[config.mk]
export PLATFORM = sky130hd
export DESIGN_NAME = flash_pulse_timer
export DESIGN_NICKNAME = d
export VERILOG_FILES = /design/src/rtl/flash_pulse_pkg.sv /design/src/rtl/fpt_prescaler.sv /design/src/rtl/fpt_exp_stage.sv /design/src/rtl/fpt_lin_stage.sv /design/src/rtl/flash_pulse_timer.sv
export SDC_FILE = /design/constraint.sdc
export NUM_CORES = 1
export LEC_CHECK = 0
export BUFFER_PORTS_ARGS = -buffer_cell sky130_fd_sc_hd__buf_2
export CORE_MARGIN = 2
export CORE_UTILIZATION = 60
export DETAILED_ROUTE_END_ITERATION = 7
export PLACE_DENSITY = 0.79
export SYNTH_ARGS = -nofsm -noshare
export SYNTH_HDL_FRONTEND = slang
export SYNTH_HIERARCHICAL = 1
export SYNTH_SLANG_ARGS = --single-unit
[constraint.sdc]
create_clock -name clk -period 9.3 [get_ports clk]
set_input_delay 0.465 -clock clk [delete_from_list [all_inputs] [get_ports clk]]
set_output_delay 0.465 -clock clk [all_outputs]
set_load 0.05 [all_outputs]
[src/rtl/flash_pulse_pkg.sv]
package flash_pulse_pkg;

  // Exponent offset applied to every pulse and the extra step for erase/censor.
  localparam int unsigned EXP_BASE = 5;
  localparam int unsigned EXP_JUMP = 10;

  typedef enum logic [0:0] {
    ST_IDLE  = 1'b0,
    ST_PULSE = 1'b1
  } fpt_state_e;

  // Divider for a scale code: low codes pass the clock, higher ones divide by code-1.
  function automatic int unsigned scale_divider(int unsigned code);
    return (code < 3) ? 1 : code - 1;
  endfunction

  // Largest divider any code of the given width can select.
  function automatic int unsigned max_divider(int unsigned code_w);
    int unsigned m;
    m = 1;
    for (int unsigned c = 0; c < (32'd1 << code_w); c++) begin
      if (scale_divider(c) > m) m = scale_divider(c);
    end
    return m;
  endfunction

endpackage

[src/rtl/fpt_prescaler.sv]
module fpt_prescaler
  import flash_pulse_pkg::*;
#(
  parameter int unsigned CODE_W = 3
) (
  input  logic              clk,
  input  logic              rst_n,
  input  logic              clr,
  input  logic              run,
  input  logic [CODE_W-1:0] code,
  output logic              tick
);

  localparam int unsigned DIV_MAX = max_divider(CODE_W);
  localparam int unsigned CNT_W   = (DIV_MAX > 1) ? $clog2(DIV_MAX) : 1;

  generate
    if (DIV_MAX == 1) begin : g_bypass
      // Every code passes the clock straight through.
      assign tick = run;
    end else begin : g_count
      logic [CNT_W-1:0] cnt_q;
      logic [CNT_W-1:0] last;

      always_comb last = CNT_W'(scale_divider(32'(code)) - 1);

      assign tick = run && (cnt_q == last);

      always_ff @(posedge clk or negedge rst_n) begin
        if (!rst_n) begin
          cnt_q <= '0;
        end else if (clr) begin
          cnt_q <= '0;
        end else if (run) begin
          cnt_q <= tick ? '0 : cnt_q + 1'b1;
        end
      end
    end
  endgenerate

endmodule

[src/rtl/fpt_exp_stage.sv]
module fpt_exp_stage #(
  parameter int unsigned EXP_MAX = 18,
  parameter int unsigned N_W     = $clog2(EXP_MAX + 1)
) (
  input  logic           clk,
  input  logic           rst_n,
  input  logic           clr,
  input  logic           in_tick,
  input  logic [N_W-1:0] expo,
  output logic           out_tick
);

  logic [EXP_MAX-1:0] cnt_q;
  logic [EXP_MAX-1:0] term;

  // 2^expo - 1; wraps to all ones when expo equals the counter width.
  always_comb term = (EXP_MAX'(1) << expo) - 1'b1;

  assign out_tick = in_tick && (cnt_q == term);

  always_ff @(posedge clk or negedge rst_n) begin
    if (!rst_n) begin
      cnt_q <= '0;
    end else if (clr) begin
      cnt_q <= '0;
    end else if (in_tick) begin
      cnt_q <= out_tick ? '0 : cnt_q + 1'b1;
    end
  end

endmodule

[src/rtl/fpt_lin_stage.sv]
module fpt_lin_stage #(
  parameter int unsigned LIN_W = 7
) (
  input  logic             clk,
  input  logic             rst_n,
  input  logic             clr,
  input  logic             in_tick,
  input  logic [LIN_W-1:0] lim,
  output logic [LIN_W-1:0] cnt,
  output logic             out_tick
);

  logic [LIN_W-1:0] cnt_q;

  assign out_tick = in_tick && (cnt_q == lim);
  assign cnt      = cnt_q;

  always_ff @(posedge clk or negedge rst_n) begin
    if (!rst_n) begin
      cnt_q <= '0;
    end else if (clr) begin
      cnt_q <= '0;
    end else if (in_tick) begin
      cnt_q <= out_tick ? '0 : cnt_q + 1'b1;
    end
  end

endmodule

[src/rtl/flash_pulse_timer.sv]
module flash_pulse_timer
  import flash_pulse_pkg::*;
#(
  parameter int unsigned SCALE_W = 3,
  parameter int unsigned EXP_W   = 2,
  parameter int unsigned LIN_W   = 7
) (
  input  logic               clk,
  input  logic               rst_n,
  input  logic               start,
  input  logic [SCALE_W-1:0] scale_code,
  input  logic [EXP_W-1:0]   exp_code,
  input  logic               erase_sel,
  input  logic               censor_sel,
  input  logic [LIN_W-1:0]   lin_code,
  output logic               pulse,
  output logic               busy,
  output logic               done
);

  localparam int unsigned EXP_MAX = EXP_BASE + (2 ** EXP_W - 1) + EXP_JUMP;
  localparam int unsigned N_W     = $clog2(EXP_MAX + 1);

  fpt_state_e         state_q;
  logic               pulse_q;
  logic               done_q;
  logic [SCALE_W-1:0] scale_q;
  logic [EXP_W-1:0]   exp_q;
  logic               erase_q;
  logic               censor_q;
  logic [LIN_W-1:0]   lin_q;

  logic               accept;
  logic               running;
  logic               pre_tick;
  logic               exp_tick;
  logic               fin;
  logic [N_W-1:0]     expo;
  logic [LIN_W-1:0]   lin_cnt;

  assign running = (state_q == ST_PULSE);
  assign accept  = start && !running;

  always_comb begin
    expo = N_W'(EXP_BASE) + N_W'(exp_q);
    if (erase_q || censor_q) expo = expo + N_W'(EXP_JUMP);
  end

  // Field capture on the accepting edge; held for the whole pulse.
  always_ff @(posedge clk or negedge rst_n) begin
    if (!rst_n) begin
      scale_q  <= '0;
      exp_q    <= '0;
      erase_q  <= 1'b0;
      censor_q <= 1'b0;
      lin_q    <= '0;
    end else if (accept) begin
      scale_q  <= scale_code;
      exp_q    <= exp_code;
      erase_q  <= erase_sel;
      censor_q <= censor_sel;
      lin_q    <= lin_code;
    end
  end

  // Control state, pulse and done strobe.
  always_ff @(posedge clk or negedge rst_n) begin
    if (!rst_n) begin
      state_q <= ST_IDLE;
      pulse_q <= 1'b0;
      done_q  <= 1'b0;
    end else begin
      done_q <= 1'b0;
      unique case (state_q)
        ST_IDLE: begin
          if (start) begin
            state_q <= ST_PULSE;
            pulse_q <= 1'b1;
          end
        end
        ST_PULSE: begin
          if (fin) begin
            state_q <= ST_IDLE;
            pulse_q <= 1'b0;
            done_q  <= 1'b1;
          end
        end
        default: state_q <= ST_IDLE;
      endcase
    end
  end

  fpt_prescaler #(
    .CODE_W (SCALE_W)
  ) u_pre (
    .clk   (clk),
    .rst_n (rst_n),
    .clr   (accept),
    .run   (running),
    .code  (scale_q),
    .tick  (pre_tick)
  );

  fpt_exp_stage #(
    .EXP_MAX (EXP_MAX),
    .N_W     (N_W)
  ) u_exp (
    .clk      (clk),
    .rst_n    (rst_n),
    .clr      (accept),
    .in_tick  (pre_tick),
    .expo     (expo),
    .out_tick (exp_tick)
  );

  fpt_lin_stage #(
    .LIN_W (LIN_W)
  ) u_lin (
    .clk      (clk),
    .rst_n    (rst_n),
    .clr      (accept),
    .in_tick  (exp_tick),
    .lim      (lin_q),
    .cnt      (lin_cnt),
    .out_tick (fin)
  );

  assign pulse = pulse_q;
  assign busy  = running;
  assign done  = done_q;

endmodule

Word-level counts from Yosys, hierarchy flattened

Cells that the tools add are included.

Register bits: 45
Bits of input ports: 17
Output and inout bits: 3
Logic and storage cells: 56

Add/sub/neg operators: 8
Magnitude comparators: 1
Equality and inequality tests: 5
Shift operators: 1
Mux-type cells: 19
Bitwise operators: 1
Reduce and logical (&&, ||, !) cells: 10

Operators with widths:

| operator                                                                      | number |
|---|---|
| 18-bit two-way mux                                                            | 3 |
| 7-bit two-way mux                                                             | 3 |
| 18-bit by 1-bit adder with 18-bit output (second input constant)              | 1 |
| 18-bit == test                                                                | 1 |
| 1-bit by 5-bit left shift with 18-bit output (first input constant)           | 1 |
| 18-bit by 1-bit subtractor with 18-bit output (second input constant)         | 1 |
| 3-bit two-way mux                                                             | 4 |
| 7-bit by 1-bit adder with 7-bit output (second input constant)                | 1 |
| 7-bit == test                                                                 | 1 |
| 1-bit two-way mux                                                             | 6 |
| 2-bit nonzero test                                                            | 3 |
| 3-bit by 1-bit subtractor with 3-bit output (second input constant)           | 2 |
| 4-bit by 4-bit adder with 5-bit output (second input constant)                | 1 |
| 5-bit two-way mux                                                             | 1 |
| 3-bit by 2-bit adder with 4-bit output (first input constant)                 | 1 |
| 1-bit logical AND                                                             | 4 |
| 1-bit one-hot mux with 2 select lines                                         | 2 |
| 3-bit by 1-bit adder with 3-bit output (second input constant)                | 1 |
| 3-bit == test                                                                 | 1 |
| 3-bit by 2-bit less-than comparator with 1-bit output (second input constant) | 1 |
| 2-bit by 1-bit inequality test with 1-bit output (second input constant)      | 1 |
| 2-bit inequality test (second input constant)                                 | 1 |
| 2-bit AND reduction                                                           | 1 |
| 1-bit logical NOT                                                             | 1 |
| other kinds (2)                                                               | 2 |

Logic depth before layout (Yosys ltp)

Depth in word-level cells: 11
Gate-level depth with buffers: 21
Gate-level depth less buffers: 17

Cells and area by module

The synthesis kept the hierarchy.

By module, submodules not included:

| module            | instances | cells an instance | area an instance (sq um) | sequential area each (sq um) |
|---|---|---|---|---|
| fpt_exp_stage     | 1         | 240               | 1825.5                   | 450.4 |
| flash_pulse_timer | 1         | 52                | 780.7                    | 425.4 |
| fpt_lin_stage     | 1         | 44                | 425.4                    | 175.2 |
| fpt_prescaler     | 1         | 31                | 276.5                    | 75.1 |

Least setup slack after synthesis

OpenSTA, ideal clock, no wires.

Path type: reg-to-reg
From: register exp_q[0]
To: register u_lin.cnt_q[5] (netlist: u_lin/cnt[5])
Library setup time: 128 ps
Arrival time: 3753 ps
Data required time: 9172 ps
Slack: 5419 ps
Cell stages (with the launch flop): 21
Path buffers: 5
Period minus slack after synthesis: 3881 ps
Cell sequence: dfrtp_1 > inv_1 > ha_1 > xnor2_1 > buf_2 > buf_2 > nand3b_1 > ha_1 > xor2_1 > nand2_1 > a2111oi_0 > nand4_1 > a2111o_1 > buf_2 > buf_6 > inv_1 > buf_4 > o2111ai_1 > nor2_1 > xnor2_1 > nor2_1

Cells in the longest elaborated chain, start to end: 11
Elaborated cells between the ends (all ways): 12
Classes of those cells: add/sub: 3; eq/ne: 1; shift: 1; mux: 4; reduce/logical: 3

Ends and longest elaborated chain:

| item                                              | line                    | source |
|---|---|---|
| from (decl)                                       | flash_pulse_timer.sv:28 | `logic [EXP_W-1:0] exp_q;` |
| from (signal assigned)                            | flash_pulse_timer.sv:59 | `exp_q <= exp_code;` |
| 3-bit by 2-bit adder with 4-bit output (*)        | flash_pulse_timer.sv:45 | `expo = N_W'(EXP_BASE) + N_W'(exp_q);` |
| 4-bit by 4-bit adder with 5-bit output            | flash_pulse_timer.sv:46 | `if (erase_q \|\| censor_q) expo = expo + N_W'(EXP_JUMP);` |
| 5-bit two-way mux (*)                             | flash_pulse_timer.sv:46 |  |
| net expo[0]                                       | flash_pulse_timer.sv:38 | `logic [N_W-1:0] expo;` |
| 1-bit by 5-bit left shift with 18-bit output (*)  | fpt_exp_stage.sv:17     | `always_comb term = (EXP_MAX'(1) << expo) - 1'b1;` |
| 18-bit by 1-bit subtractor with 18-bit output (*) | fpt_exp_stage.sv:17     |  |
| 18-bit == test (*)                                | fpt_exp_stage.sv:19     | `assign out_tick = in_tick && (cnt_q == term);` |
| 1-bit logical AND (*)                             | fpt_exp_stage.sv:19     |  |
| net exp_tick                                      | flash_pulse_timer.sv:36 | `logic exp_tick;` |
| 1-bit logical AND                                 | fpt_lin_stage.sv:15     | `assign out_tick = in_tick && (cnt_q == lim);` |
| 7-bit two-way mux                                 | fpt_lin_stage.sv:24     | `cnt_q <= out_tick ? '0 : cnt_q + 1'b1;` |
| 7-bit two-way mux                                 | fpt_lin_stage.sv:23     | `end else if (in_tick) begin` |
| 7-bit two-way mux                                 | fpt_lin_stage.sv:21     | `end else if (clr) begin` |
| to (signal assigned)                              | fpt_lin_stage.sv:24     |  |
| to (decl)                                         | fpt_lin_stage.sv:13     | `logic [LIN_W-1:0] cnt_q;` |

Mark *: on every way through the listed nets, which the timed path passes. The rest lies on a longest branch. The select of a mux whose other input is x is not followed.
A chain may end at the register's enable or synchronous reset.

Final worst setup path

From: register exp_q[0]
To: register state_q (netlist: busy)

Cells in the longest elaborated chain, start to end: 10

Ends and longest elaborated chain:

| item                                              | line                    | source |
|---|---|---|
| 3-bit by 2-bit adder with 4-bit output (*)        | flash_pulse_timer.sv:45 |  |
| 4-bit by 4-bit adder with 5-bit output            | flash_pulse_timer.sv:46 |  |
| 5-bit two-way mux (*)                             | flash_pulse_timer.sv:46 |  |
| net expo[0]                                       | flash_pulse_timer.sv:38 |  |
| 1-bit by 5-bit left shift with 18-bit output (*)  | fpt_exp_stage.sv:17     |  |
| 18-bit by 1-bit subtractor with 18-bit output (*) | fpt_exp_stage.sv:17     |  |
| 18-bit == test (*)                                | fpt_exp_stage.sv:19     |  |
| 1-bit logical AND (*)                             | fpt_exp_stage.sv:19     |  |
| net exp_tick                                      | flash_pulse_timer.sv:36 |  |
| 1-bit logical AND (*)                             | fpt_lin_stage.sv:15     |  |
| net fin                                           | flash_pulse_timer.sv:37 | `logic fin;` |
| 1-bit two-way mux (*)                             | flash_pulse_timer.sv:82 | `if (fin) begin` |
| 1-bit one-hot mux with 2 select lines (*)         | flash_pulse_timer.sv:74 | `unique case (state_q)` |
| to (signal assigned)                              | flash_pulse_timer.sv:77 | `state_q <= ST_PULSE;` |
| to (signal assigned)                              | flash_pulse_timer.sv:83 | `state_q <= ST_IDLE;` |
| to (signal assigned)                              | flash_pulse_timer.sv:88 | `default: state_q <= ST_IDLE;` |
| to (decl)                                         | flash_pulse_timer.sv:24 | `fpt_state_e state_q;` |

Mark *: on every way through the listed nets, which the timed path passes. The rest lies on a longest branch.

==> results.cfg <==
[outcome]
status = finished clean

[clock_tree]
clkLatencyLatePin_ps = 300
cts_tree = yes
clk_pin_slew_worst_paths_ps = 90
post_cts_buffers = 0
cts_max_path_buffers = 2
cts_sinks = 45
cts-buffers-inserted = 5
cts_root_buf = clkbuf_8
cts_hold_buffers = 0
post_cts_resized = 0
h-tree-depth = 2

[timing]
worstMarginPinSlew_ps = 1110
tns_ps = 0
whs_ps = 313
rsz0062_at_grt = no
fin_crit_sh_pct = 48.7
fmax_mhz = 221
skew_ps = 6.38
hold_violations = 0
max_slew_margin_pct = 26.2
post-route-min-period_ps = 4530
drv_slew = 0
setup_viol = 0

[min_path]
hold_class = in2async

[die]
rows = 27
initial_core_util_pct = 61.2
die_area_sq_um = 6120
ios = 20
fp.dieH_um = 78.3
core-area_sq_um = 5410
die-width_um = 78.3

[power]
total_power_uw = 752
leakage_uw = 0.00146
p_int_uw = 450
power_density_nw_per_um2 = 215
pwr-share-comb_pct = 43.0
ir_worst_vdd_uv = 191
p_clk_share_pct = 20.3
p_sw_uw = 303
seq_power_share_pct = 36.7
switching_share_pct = 40.2

[synth]
yosys-top-cells-area = dfrtp_1 (34%), mux2_4 (4.1%), xnor2_1 (4.0%)
seq_area_frac_synth_pct = 34.0
syn_area_sq_um = 3310
synth_most_common_cell = dfrtp_1
synth_common_cells = dfrtp_1 (45), nand2_1 (31), nor2_1 (25), a21oi_1 (18)
synth.distinct_cells = 68
synth_top_area_share_pct = 34.0
synth-async-reset-ratio_pct = 100
yosysWarnings = 6
yosys.area.top_type = dfrtp_1
synth.avg_cell_area_sq_um = 9.01
ys.flop_type = dfrtp_1
synth_fp_nets = 394
ys_ff_latch = 45
synth_cells = 367
synth_edf_count = 0

[worst_setup_path]
r2r_slack_ps = 4770
cpMaxStageDelayCell = a2111o_1
crit_path_max_incr_delay_ps = 690
path_cells = inv_1, ha_1, o21ai_0, a21bo_2, nor3_4, nand3b_1, ha_1, xor2_1, nand2_1, a2111oi_0, nand4_1, a2111o_1, inv_1, nand4_1, nor2_1, and2_1, nor2_1
path_class = reg2reg
crit_arrival_ps = 4730
cp.required_ps = 9500
r2r_end = busy$_DFF_PN0_
r2r_start = exp_q[0]$_DFFE_PN0P_
startpoint_type = flip-flop
end_kind = flip-flop
r2r_cells = 17
worstPathMaxFanout = 33

[global_route]
grt_use_total_pct = 22.0
first_global_vias = 2474
grt_pass1_wl_um = 11000
grt_max_degree = 46
grt-ovfl-total = 0
antenna_found_initial = 0

[layout]
nets = 398
drive_gt1_share_pct = 15.9
fin_cells = 444
fill_cells = 448
antennaDiodeCount = 0
area_growth_pct = 5.56
stdcell_area_sq_um = 3490

[detailed_routing]
firstDrtPassIters = 4
drt_iter0_markers = 176
ant_nets = 0
wl_per_cell_um = 14.7
drc = 0
vias = 2727
routed_wl_um = 6530
viasPerCell = 6.14

[run]
maxCapViolations = 0

[placed_design]
io_buffer_count = 19
routabilityCongestion = 0.822
placedCellCount = 436
dpl_cell_area_sq_um = 3380
dpl.hpwl_um = 4470
sequential cells by signal (all words and copies together), names as in the netlist, 2 cells and up:
| name | flops |
|---|---|
| exp_q | 2 |
| lin_q | 7 |
| scale_q | 3 |
| u_exp/cnt_q | 18 |
| u_lin/cnt | 7 |
| u_pre/g_count.cnt_q | 3 |
routing by layer:
layer  vias to the layer above  global-route usage, %  part of all wire (%)
li1                       1352                      -                     -
met1                      1307                   29.7                    46
met2                        61                   37.1                    48
met3                         7                   3.45                   4.6
met4                         0                   6.14                   1.1
met5                         -                      0                     0
through the flow:
step                      util [%]  setup slack (ps)
after floorplan                  -              5420
after global placement        62.5              4960
after detailed placement      62.5              4790
after CTS                     64.6              4780
after global routing          64.6              4310
final                         64.6              4770
how the worst max path moves through the flow:
| stage | to | startpoint |
|---|---|---|
| finish | busy$_DFF_PN0_ | exp_q[0]$_DFFE_PN0P_ |
| CTS | busy$_DFF_PN0_ | exp_q[0]$_DFFE_PN0P_ |
| global route | busy$_DFF_PN0_ | exp_q[0]$_DFFE_PN0P_ |
| detailed placement | busy$_DFF_PN0_ | exp_q[0]$_DFFE_PN0P_ |
| global placement | u_lin/cnt[0]$_DFFE_PN0P_ | exp_q[0]$_DFFE_PN0P_ |
| floorplan | u_lin/cnt[5]$_DFFE_PN0P_ | exp_q[0]$_DFFE_PN0P_ |
placed cells by master, fill, tap and decap left out, types with 2 or more instances in the layout:
| cell type | synthesis | final |
|---|---|---|
| dfrtp_1 | 45 | 45 |
| nand2b_1 | 5 | 5 |
| nand3_1 | 17 | 17 |
| buf_4 | 4 | 3 |
| inv_1 | 12 | 12 |
| o21a_1 | 4 | 4 |
| o21ai_0 | 10 | 10 |
| a21oi_1 | 18 | 18 |
| o21bai_1 | 2 | 2 |
| xor2_1 | 9 | 9 |
| o2111ai_1 | 3 | 3 |
| nor2_1 | 25 | 25 |
| nand2_1 | 31 | 31 |
| nand4_1 | 7 | 7 |
| buf_2 | 8 | 19 |
| nand4b_1 | 7 | 7 |
| a21bo_2 | 2 | 2 |
| a32oi_1 | 2 | 2 |
| and2_1 | 4 | 4 |
| clkbuf_8 | 0 | 5 |
| nor4_1 | 2 | 2 |
| nor3_1 | 8 | 8 |
| mux2_2 | 6 | 6 |
| nand3b_1 | 10 | 10 |
| nor2b_1 | 7 | 7 |
| xnor2_1 | 15 | 15 |
| o31ai_1 | 4 | 3 |
| o211ai_1 | 2 | 2 |
| a31oi_1 | 17 | 17 |
| or4b_1 | 5 | 5 |
| a211oi_1 | 2 | 2 |
| mux2_4 | 9 | 9 |
| inv_6 | 0 | 2 |
| ha_1 | 10 | 10 |
| or3_1 | 4 | 4 |
| or4_1 | 2 | 2 |
| o21ai_1 | 2 | 2 |
| and3_1 | 6 | 6 |
final cells by class:
| type | instances | area [sq um] | share of cell area [%] |
|---|---|---|---|
| Sequential cell | 45 | 1130 | 32.2 |
| Clock inverter | 3 | 47.5 | 1.36 |
| Multi-Input combinational cell | 284 | 1990 | 57.1 |
| Clock buffer | 5 | 68.8 | 1.97 |
| Tap cell | 72 | 90.1 | 2.58 |
| Inverter | 13 | 48.8 | 1.40 |
| Timing Repair Buffer | 22 | 118 | 3.37 |
critical path, delay by kind of cell, from the launching register on:
family	cells	cell delay, ps
compound gates	4	1500
xor+xnor	1	150
fa+ha+maj	2	580
buf+inv	2	590
flops	1	400
simple gates	8	1200
logic make-up after synthesis:
logic type | synth area share, %
AOI/OAI and AO/OA | 17.3
xor gates and xnor gates | 6.35
adders and majority gates | 3.78
buffers and inverters | 6.01
DFF | 34.0
muxes | 6.43
and+or+nand+nor | 26.1
power by group through the flow:
stage | combinational (uW) | sequential, uW | clock [uW]
floorplan | 279 | 258 | 0
global placement | 310 | 277 | 0
detailed placement | 323 | 279 | 0
CTS | 323 | 276 | 155
global route | 365 | 283 | 167
finish | 323 | 276 | 153
(Power assumes the default switching activity.)
